--- config.mk ---
export PLATFORM = sky130hd
export DESIGN_NAME = i2c_rx_slave
export DESIGN_NICKNAME = d
export VERILOG_FILES = /design/src/rtl/i2c_rx_pkg.sv /design/src/rtl/i2c_line_sync.sv /design/src/rtl/i2c_bus_events.sv /design/src/rtl/i2c_rx_fsm.sv /design/src/rtl/i2c_rx_hostregs.sv /design/src/rtl/i2c_rx_slave.sv
export SDC_FILE = /design/constraint.sdc
export NUM_CORES = 1
export LEC_CHECK = 0
export BUFFER_PORTS_ARGS = -buffer_cell sky130_fd_sc_hd__buf_4
export CAP_MARGIN = 20
export CORE_MARGIN = 8
export CORE_UTILIZATION = 35
export DETAILED_ROUTE_END_ITERATION = 12
export GPL_TIMING_DRIVEN = 0
export HOLD_SLACK_MARGIN = 0.03
export MAX_ROUTING_LAYER = met4
export PLACE_DENSITY = 0.62
export SYNTH_ARGS = -nofsm -noshare
export SYNTH_HDL_FRONTEND = slang
export SYNTH_HIERARCHICAL = 1
export SYNTH_SLANG_ARGS = --single-unit
--- constraint.sdc ---
create_clock -name clk -period 2.6 [get_ports clk]
set_input_delay 0.26 -clock clk [delete_from_list [all_inputs] [get_ports clk]]
set_output_delay 0.26 -clock clk [all_outputs]
set_load 0.01 [all_outputs]
--- src/rtl/i2c_rx_pkg.sv ---
package i2c_rx_pkg;

    typedef enum logic [2:0] {
        ST_IDLE,
        ST_ADDR,
        ST_ADDR_ACK,
        ST_DATA,
        ST_DATA_ACK,
        ST_IGNORE
    } rx_state_t;

    typedef struct packed {
        logic load;
        logic ack;
        logic set_ov;
    } rx_action_t;

    // Per-byte action from the current buffer-full / overflow pair.
    function automatic rx_action_t rx_decide(input logic full, input logic ov);
        rx_action_t a;
        unique case ({full, ov})
            2'b00:   a = '{load: 1'b1, ack: 1'b1, set_ov: 1'b0};
            2'b10:   a = '{load: 1'b0, ack: 1'b0, set_ov: 1'b1};
            2'b11:   a = '{load: 1'b0, ack: 1'b0, set_ov: 1'b0};
            default: a = '{load: 1'b1, ack: 1'b0, set_ov: 1'b0};
        endcase
        return a;
    endfunction

endpackage

--- src/rtl/i2c_line_sync.sv ---
module i2c_line_sync #(
    parameter int LINES  = 2,
    parameter int STAGES = 2
) (
    input  logic             clk,
    input  logic             rst_n,
    input  logic [LINES-1:0] raw,
    output logic [LINES-1:0] level,
    output logic [LINES-1:0] rise,
    output logic [LINES-1:0] fall
);
    generate
        for (genvar g = 0; g < LINES; g++) begin : g_line
            logic [STAGES-1:0] chain;
            logic              prev;

            always_ff @(posedge clk or negedge rst_n) begin
                if (!rst_n) begin
                    chain <= '1;
                    prev  <= 1'b1;
                end else begin
                    chain <= {chain[STAGES-2:0], raw[g]};
                    prev  <= chain[STAGES-1];
                end
            end

            assign level[g] = chain[STAGES-1];
            assign rise[g]  = chain[STAGES-1] & ~prev;
            assign fall[g]  = ~chain[STAGES-1] & prev;
        end
    endgenerate
endmodule

--- src/rtl/i2c_bus_events.sv ---
module i2c_bus_events (
    input  logic scl_lvl,
    input  logic sda_rise,
    input  logic sda_fall,
    output logic start_ev,
    output logic stop_ev
);
    always_comb begin
        start_ev = sda_fall & scl_lvl;
        stop_ev  = sda_rise & scl_lvl;
    end
endmodule

--- src/rtl/i2c_rx_fsm.sv ---
module i2c_rx_fsm
    import i2c_rx_pkg::*;
#(
    parameter int ADDR_W = 7
) (
    input  logic            clk,
    input  logic            rst_n,
    input  logic            scl_rise,
    input  logic            scl_fall,
    input  logic            sda_lvl,
    input  logic            start_ev,
    input  logic            stop_ev,
    input  logic [ADDR_W-1:0] own_addr,
    input  logic            ack_ok,
    output rx_state_t       state,
    output logic            byte_done,
    output logic            byte_is_addr,
    output logic [ADDR_W:0] byte_val,
    output logic            sda_oe
);
    localparam int DATA_W = ADDR_W + 1;
    localparam int CNT_W  = $clog2(DATA_W + 1);
    localparam logic [CNT_W-1:0] LAST = CNT_W'(DATA_W);

    rx_state_t         nxt;
    logic [CNT_W-1:0]  cnt;
    logic [DATA_W-1:0] shreg;
    logic              drive;
    logic              byte_end;
    logic              addr_hit;

    assign byte_end = scl_fall && (cnt == LAST);
    assign addr_hit = (shreg[DATA_W-1:1] == own_addr) && !shreg[0];

    // next-state logic
    always_comb begin
        nxt = state;
        if (start_ev) begin
            nxt = ST_ADDR;
        end else if (stop_ev) begin
            nxt = ST_IDLE;
        end else begin
            unique case (state)
                ST_IDLE, ST_IGNORE: nxt = state;
                ST_ADDR: begin
                    if (byte_end) nxt = addr_hit ? ST_ADDR_ACK : ST_IGNORE;
                end
                ST_DATA: begin
                    if (byte_end) nxt = ST_DATA_ACK;
                end
                ST_ADDR_ACK, ST_DATA_ACK: begin
                    if (scl_fall) nxt = ST_DATA;
                end
                default: nxt = ST_IDLE;
            endcase
        end
    end

    // state register
    always_ff @(posedge clk or negedge rst_n) begin
        if (!rst_n) state <= ST_IDLE;
        else        state <= nxt;
    end

    // shift register, bit counter and ACK drive
    always_ff @(posedge clk or negedge rst_n) begin
        if (!rst_n) begin
            cnt   <= '0;
            shreg <= '0;
            drive <= 1'b0;
        end else if (start_ev || stop_ev) begin
            cnt   <= '0;
            drive <= 1'b0;
        end else begin
            unique case (state)
                ST_ADDR, ST_DATA: begin
                    if (scl_rise && cnt != LAST) begin
                        shreg <= {shreg[DATA_W-2:0], sda_lvl};
                        cnt   <= cnt + 1'b1;
                    end
                    if (byte_done && ack_ok) drive <= 1'b1;
                end
                ST_ADDR_ACK, ST_DATA_ACK: begin
                    if (scl_fall) begin
                        cnt   <= '0;
                        drive <= 1'b0;
                    end
                end
                default: begin
                    cnt   <= '0;
                    drive <= 1'b0;
                end
            endcase
        end
    end

    // outputs
    always_comb begin
        byte_is_addr = (state == ST_ADDR);
        byte_done    = byte_end && !start_ev && !stop_ev &&
                       (((state == ST_ADDR) && addr_hit) || (state == ST_DATA));
        byte_val     = shreg;
        sda_oe       = drive;
    end
endmodule

--- src/rtl/i2c_rx_hostregs.sv ---
module i2c_rx_hostregs
    import i2c_rx_pkg::*;
#(
    parameter int DATA_W = 8
) (
    input  logic              clk,
    input  logic              rst_n,
    input  logic              byte_done,
    input  logic              byte_is_addr,
    input  logic [DATA_W-1:0] byte_val,
    input  logic              rd_buf,
    input  logic              clr_ovf,
    input  logic              clr_irq,
    output logic              ack_ok,
    output logic [DATA_W-1:0] rx_buf,
    output logic              buf_full,
    output logic              ovf,
    output logic              rw_stat,
    output logic              irq
);
    rx_action_t act;

    assign act    = rx_decide(buf_full, ovf);
    assign ack_ok = act.ack;

    always_ff @(posedge clk or negedge rst_n) begin
        if (!rst_n) begin
            rx_buf   <= '0;
            buf_full <= 1'b0;
            ovf      <= 1'b0;
            rw_stat  <= 1'b1;
            irq      <= 1'b0;
        end else begin
            if (rd_buf)  buf_full <= 1'b0;
            if (clr_ovf) ovf      <= 1'b0;
            if (clr_irq) irq      <= 1'b0;
            if (byte_done) begin
                irq <= 1'b1;
                if (act.load) begin
                    rx_buf   <= byte_val;
                    buf_full <= 1'b1;
                end
                if (act.set_ov)   ovf     <= 1'b1;
                if (byte_is_addr) rw_stat <= 1'b0;
            end
        end
    end
endmodule

--- src/rtl/i2c_rx_slave.sv ---
module i2c_rx_slave
    import i2c_rx_pkg::*;
#(
    parameter int ADDR_W      = 7,
    parameter int SYNC_STAGES = 2
) (
    input  logic              clk,
    input  logic              rst_n,
    input  logic              scl_i,
    input  logic              sda_i,
    output logic              sda_oe,
    input  logic [ADDR_W-1:0] own_addr,
    input  logic              rd_buf,
    input  logic              clr_ovf,
    input  logic              clr_irq,
    output logic [ADDR_W:0]   rx_buf,
    output logic              buf_full,
    output logic              ovf,
    output logic              rw_stat,
    output logic              irq
);
    localparam int DATA_W = ADDR_W + 1;

    logic [1:0]        lvl, rise, fall;
    logic              start_ev, stop_ev;
    logic              ack_ok, byte_done, byte_is_addr;
    logic [DATA_W-1:0] byte_val;
    rx_state_t         fsm_state;

    i2c_line_sync #(.LINES(2), .STAGES(SYNC_STAGES)) u_sync (
        .clk   (clk),
        .rst_n (rst_n),
        .raw   ({sda_i, scl_i}),
        .level (lvl),
        .rise  (rise),
        .fall  (fall)
    );

    i2c_bus_events u_evt (
        .scl_lvl  (lvl[0]),
        .sda_rise (rise[1]),
        .sda_fall (fall[1]),
        .start_ev (start_ev),
        .stop_ev  (stop_ev)
    );

    i2c_rx_fsm #(.ADDR_W(ADDR_W)) u_fsm (
        .clk          (clk),
        .rst_n        (rst_n),
        .scl_rise     (rise[0]),
        .scl_fall     (fall[0]),
        .sda_lvl      (lvl[1]),
        .start_ev     (start_ev),
        .stop_ev      (stop_ev),
        .own_addr     (own_addr),
        .ack_ok       (ack_ok),
        .state        (fsm_state),
        .byte_done    (byte_done),
        .byte_is_addr (byte_is_addr),
        .byte_val     (byte_val),
        .sda_oe       (sda_oe)
    );

    i2c_rx_hostregs #(.DATA_W(DATA_W)) u_regs (
        .clk          (clk),
        .rst_n        (rst_n),
        .byte_done    (byte_done),
        .byte_is_addr (byte_is_addr),
        .byte_val     (byte_val),
        .rd_buf       (rd_buf),
        .clr_ovf      (clr_ovf),
        .clr_irq      (clr_irq),
        .ack_ok       (ack_ok),
        .rx_buf       (rx_buf),
        .buf_full     (buf_full),
        .ovf          (ovf),
        .rw_stat      (rw_stat),
        .irq          (irq)
    );
endmodule

==> impl_metrics.csv <==
group,metric,value,unit
place,routabilityCongestion,0.7523,
synthesis,yosys.cell_count.top_type,"sky130_fd_sc_hd__dfrtp_1",
synthesis,synthTopCellsByArea,"sky130_fd_sc_hd__dfrtp_1, sky130_fd_sc_hd__dfstp_2, sky130_fd_sc_hd__mux2_4, sky130_fd_sc_hd__mux2_1, sky130_fd_sc_hd__xor2_1",
global_routing,grt_use_total,10.13,%
clocking,clk_root_buffer_cell,"sky130_fd_sc_hd__clkbuf_8",
final_layout,drive_gt1_share,44.12,%
place,hpwl,2380,µm
sta,final.setup.tns,0,ps
synthesis,syn-num-nets,148,
pwr,part_of_the_power_in_combinational_logic,23.2,%
final_layout,num_antenna_cells,0,
die,placement_rows,25,
synthesis,synth.cell_area,1673,µm²
sta,setup_repair_after_global_routing_missed_its_margin,"false",
die,die_w,85.14,µm
sta,fmax,397.6,MHz
final_layout,layout_area_growth_over_synthesis,25.21,%
sta,setup_viol,0,
synthesis,synth_seq_cells,34,
critical_path,timing.critical_path.arrival,2680,ps
place,dp_slack,-193.9,ps
die,core_region_area,4661,µm²
pwr,p_sw_share,30.51,%
synthesis,netlist_instances,132,
synthesis,synth-seq-area-share,51.38,%
final_layout,final_net_count,185,
synthesis,synth_top_cell_area_share,40.39,%
pwr,max-vdd-ir-drop,0.0003376,V
synthesis,asyncSetResetFlopFracSynth,100.0,%
route,detail_route.wirelength,3330,µm
sta,finalHoldViolations,0,
synthesis,synth_edf_count,0,
status,run_status,"finished, final reports clean",
final_layout,num-fill-cells,432,
pwr,cellInternalPower,993.3,µW
sta,post-route-worst-setup-slack,84.79,ps
route,remaining_drc_errors,0,
clocking,clock_tree.htree_level_count,2,
synthesis,synth.lib_cells_used.distinct,47,
place,post-place-cells,212,
die,design.portCount,27,
route,detail_route.wl_per_cell,14.87,µm
clocking,tritoncts.num_buffers,5,
synthesis,post_synth.cell_area_avg,12.67,µm²
final_layout,register_area,859.6,µm²
critical_path,criticalPathCategory,"reg2reg",
clocking,worst_skew_pair.late_latency,290,ps
critical_path,setup.worst_path.end_class,"register",
synthesis,synth_top_cell_by_area,"sky130_fd_sc_hd__dfrtp_1",
pwr,total_power,1.429,mW
flow_run,maxCapViolations,0,
global_routing,largest_net_degree_at_the_start_of_global_routing,35,
sta,timing.slew.headroom,65.58,%
route,routed_via_density,5.049,
global_routing,grt_pass1_vias,1216,
pwr,leakage,0.9471,nW
die,initial_core_util,35.89,%
clocking,tritoncts,"done",
clocking,clock_sink_count,34,
sta,maxSlewViolCount,0,
critical_path,cp.required,2770,ps
global_routing,antenna_found_initial,0,
route,drt_iter0_drc,67,
clocking,clkTransAtPathRegs,70,ps
place,numPortBuffers,26,
critical_path,start_kind,"register",
sta,final_period_minus_worst_setup_slack,2515,ps
critical_path,critical_path_peak_fanout,8,
final_layout,multi_input_area,772.0,µm²
synthesis,synthesis.yosys.warnings,6,
die,die_h,85.14,µm
route,via_count,1131,
sta,post_route_clock_skew,8.144,ps
route,drt_pass1_iterations,4,
sta,final.period_utilization,96.74,%
pwr,power.net_switching,436.2,µW
synthesis,synthTopCellsByCount,"sky130_fd_sc_hd__dfrtp_1, sky130_fd_sc_hd__o21ai_1, sky130_fd_sc_hd__mux2_1, sky130_fd_sc_hd__mux2_4",
die,dieArea,7248,µm²
pwr,sequentialPowerShare,48.8,%
global_routing,gr-total-overflow,0,
route,postRouteAntennaNets,0,
hold_path,timing.hold.worst.class,"in2reg",
clocking,clock_tree.buffer_depth,2,
pwr,power_per_cell_area,682.5,nW/µm²
pwr,p_clk_share,28.0,%
synthesis,dominantRegCellSynth,"sky130_fd_sc_hd__dfrtp_1",
sta,worst_pin_slew,512.0,ps
global_routing,global_route_wire_length_before_repair,5671,µm
final_layout,final_cells,224,
==> worst max-delay path, cell delays in order, from the launching register on <==
cell                      delay, ps
sky130_fd_sc_hd__dfstp_2        530
sky130_fd_sc_hd__and2b_2        200
sky130_fd_sc_hd__and2_4         170
sky130_fd_sc_hd__or4b_4         530
sky130_fd_sc_hd__buf_6          150
sky130_fd_sc_hd__nor3_4         170
sky130_fd_sc_hd__nor2b_4        180
sky130_fd_sc_hd__buf_8          150
sky130_fd_sc_hd__mux2_4         310
==> per-stage QoR <==
step | hold WS, ps | utilization (%) | cell area (µm²)
after floorplan | -35.59 | - | 1678
after global placement | 228.9 | 41.64 | 1941
after detailed placement | 240.5 | 41.64 | 1941
after CTS | 67.00 | 44.16 | 2058
after global routing | 67.22 | 44.94 | 2095
final | 80.74 | 44.94 | 2095
==> kinds of logic (layout without fill, tap and decap cells) <==
logic type	count (synthesis)	count (layout)	share of synthesized area, %
compound gates	24	24	10.10
xor+xnor	8	8	4.189
fa+ha+maj	3	3	2.094
buf+inv	12	50	3.964
flops	34	34	51.38
mux	17	17	13.16
simple gates	34	34	15.11
==> repair_timing <==
action,CTS,global route
gates resized for setup,2,7
hold endpoints to repair,27,0
setup buffers,1,2
endpoints found under the setup margin,8,8
pin swaps,1,2
hold buffers,1,0
==> registers in the layout (all words and copies together), names as in the netlist <==
signal               flops
u_regs/irq               1
u_sync/g_line.chain      4
u_regs/buf_full          1
u_regs/ovf               1
u_fsm/byte_val           8
u_regs/rw_stat           1
u_fsm/sda_oe             1
u_fsm/state              3
u_sync/g_line.prev       2
u_fsm/cnt                4
u_regs/rx_buf            8
==> path summary, 6_finish.rpt <==
| path | slack [ps] | from | end | cells past startpoint |
|---|---|---|---|---|
| min reg2reg | 360 | u_sync/g_line[1].chain[0]$_DFF_PN1_ | u_sync/g_line[1].chain[1]$_DFF_PN1_ | 0 |
| max in group asynchronous | 1800 | rst_n | u_sync/g_line[0].chain[1]$_DFF_PN1_ | 2 |
| min in group asynchronous | 460 | rst_n | u_fsm/sda_oe$_DFFE_PN0P_ | 2 |
| max reg2reg | 80 | u_sync/g_line[1].prev$_DFF_PN1_ | u_regs/rx_buf[0]$_DFFE_PN0P_ | 8 |
| max | 80 | u_sync/g_line[1].prev$_DFF_PN1_ | u_regs/rx_buf[0]$_DFFE_PN0P_ | 8 |
| min | 80 | scl_i | u_sync/g_line[0].chain[0]$_DFF_PN1_ | 1 |
==> layer usage <==
| metal | GRT usage [%] | vias up | wire length (µm) |
|---|---|---|---|
| li1 | - | 541 | - |
| met1 | 11.94 | 548 | 1515 |
| met2 | 15.70 | 32 | 1625 |
| met3 | 3.282 | 10 | 120 |
| met4 | 3.883 | 0 | 68 |
| met5 | - | - | 0 |
==> power groups by stage <==
| stage | sequential [mW] | combinational (mW) | clock, mW |
|---|---|---|---|
| floorplan | 0.692 | 0.222 | 0 |
| global placement | 0.704 | 0.302 | 0 |
| detailed placement | 0.708 | 0.312 | 0 |
| CTS | 0.698 | 0.320 | 0.421 |
| global route | 0.714 | 0.361 | 0.437 |
| finish | 0.698 | 0.331 | 0.401 |
==> layout by cell type (no fill, tap or decap), types with 2 or more instances in the layout <==
cell type / instances
sky130_fd_sc_hd__clkbuf_8: 6
sky130_fd_sc_hd__nand4_1: 2
sky130_fd_sc_hd__o21ai_1: 10
sky130_fd_sc_hd__and2b_2: 4
sky130_fd_sc_hd__mux2_1: 8
sky130_fd_sc_hd__dfstp_2: 7
sky130_fd_sc_hd__and2_4: 2
sky130_fd_sc_hd__mux2_4: 8
sky130_fd_sc_hd__xor2_1: 7
sky130_fd_sc_hd__nor2b_1: 2
sky130_fd_sc_hd__a21oi_1: 2
sky130_fd_sc_hd__dfrtp_1: 27
sky130_fd_sc_hd__ha_1: 2
sky130_fd_sc_hd__nor2_1: 6
sky130_fd_sc_hd__nor4_2: 2
sky130_fd_sc_hd__inv_1: 6
sky130_fd_sc_hd__nand2_1: 2
sky130_fd_sc_hd__buf_4: 32
==> layout make-up <==
cell class	count	share of cell area, %
tap	54	3.226
sequential	34	41.04
clock buffer	7	4.122
buffer	6	2.569
timing repair buffer	30	10.87
clock inverter	1	0.2389
multi-input combinational	86	36.86
inverter	6	1.075
(Power assumes the default switching activity.)
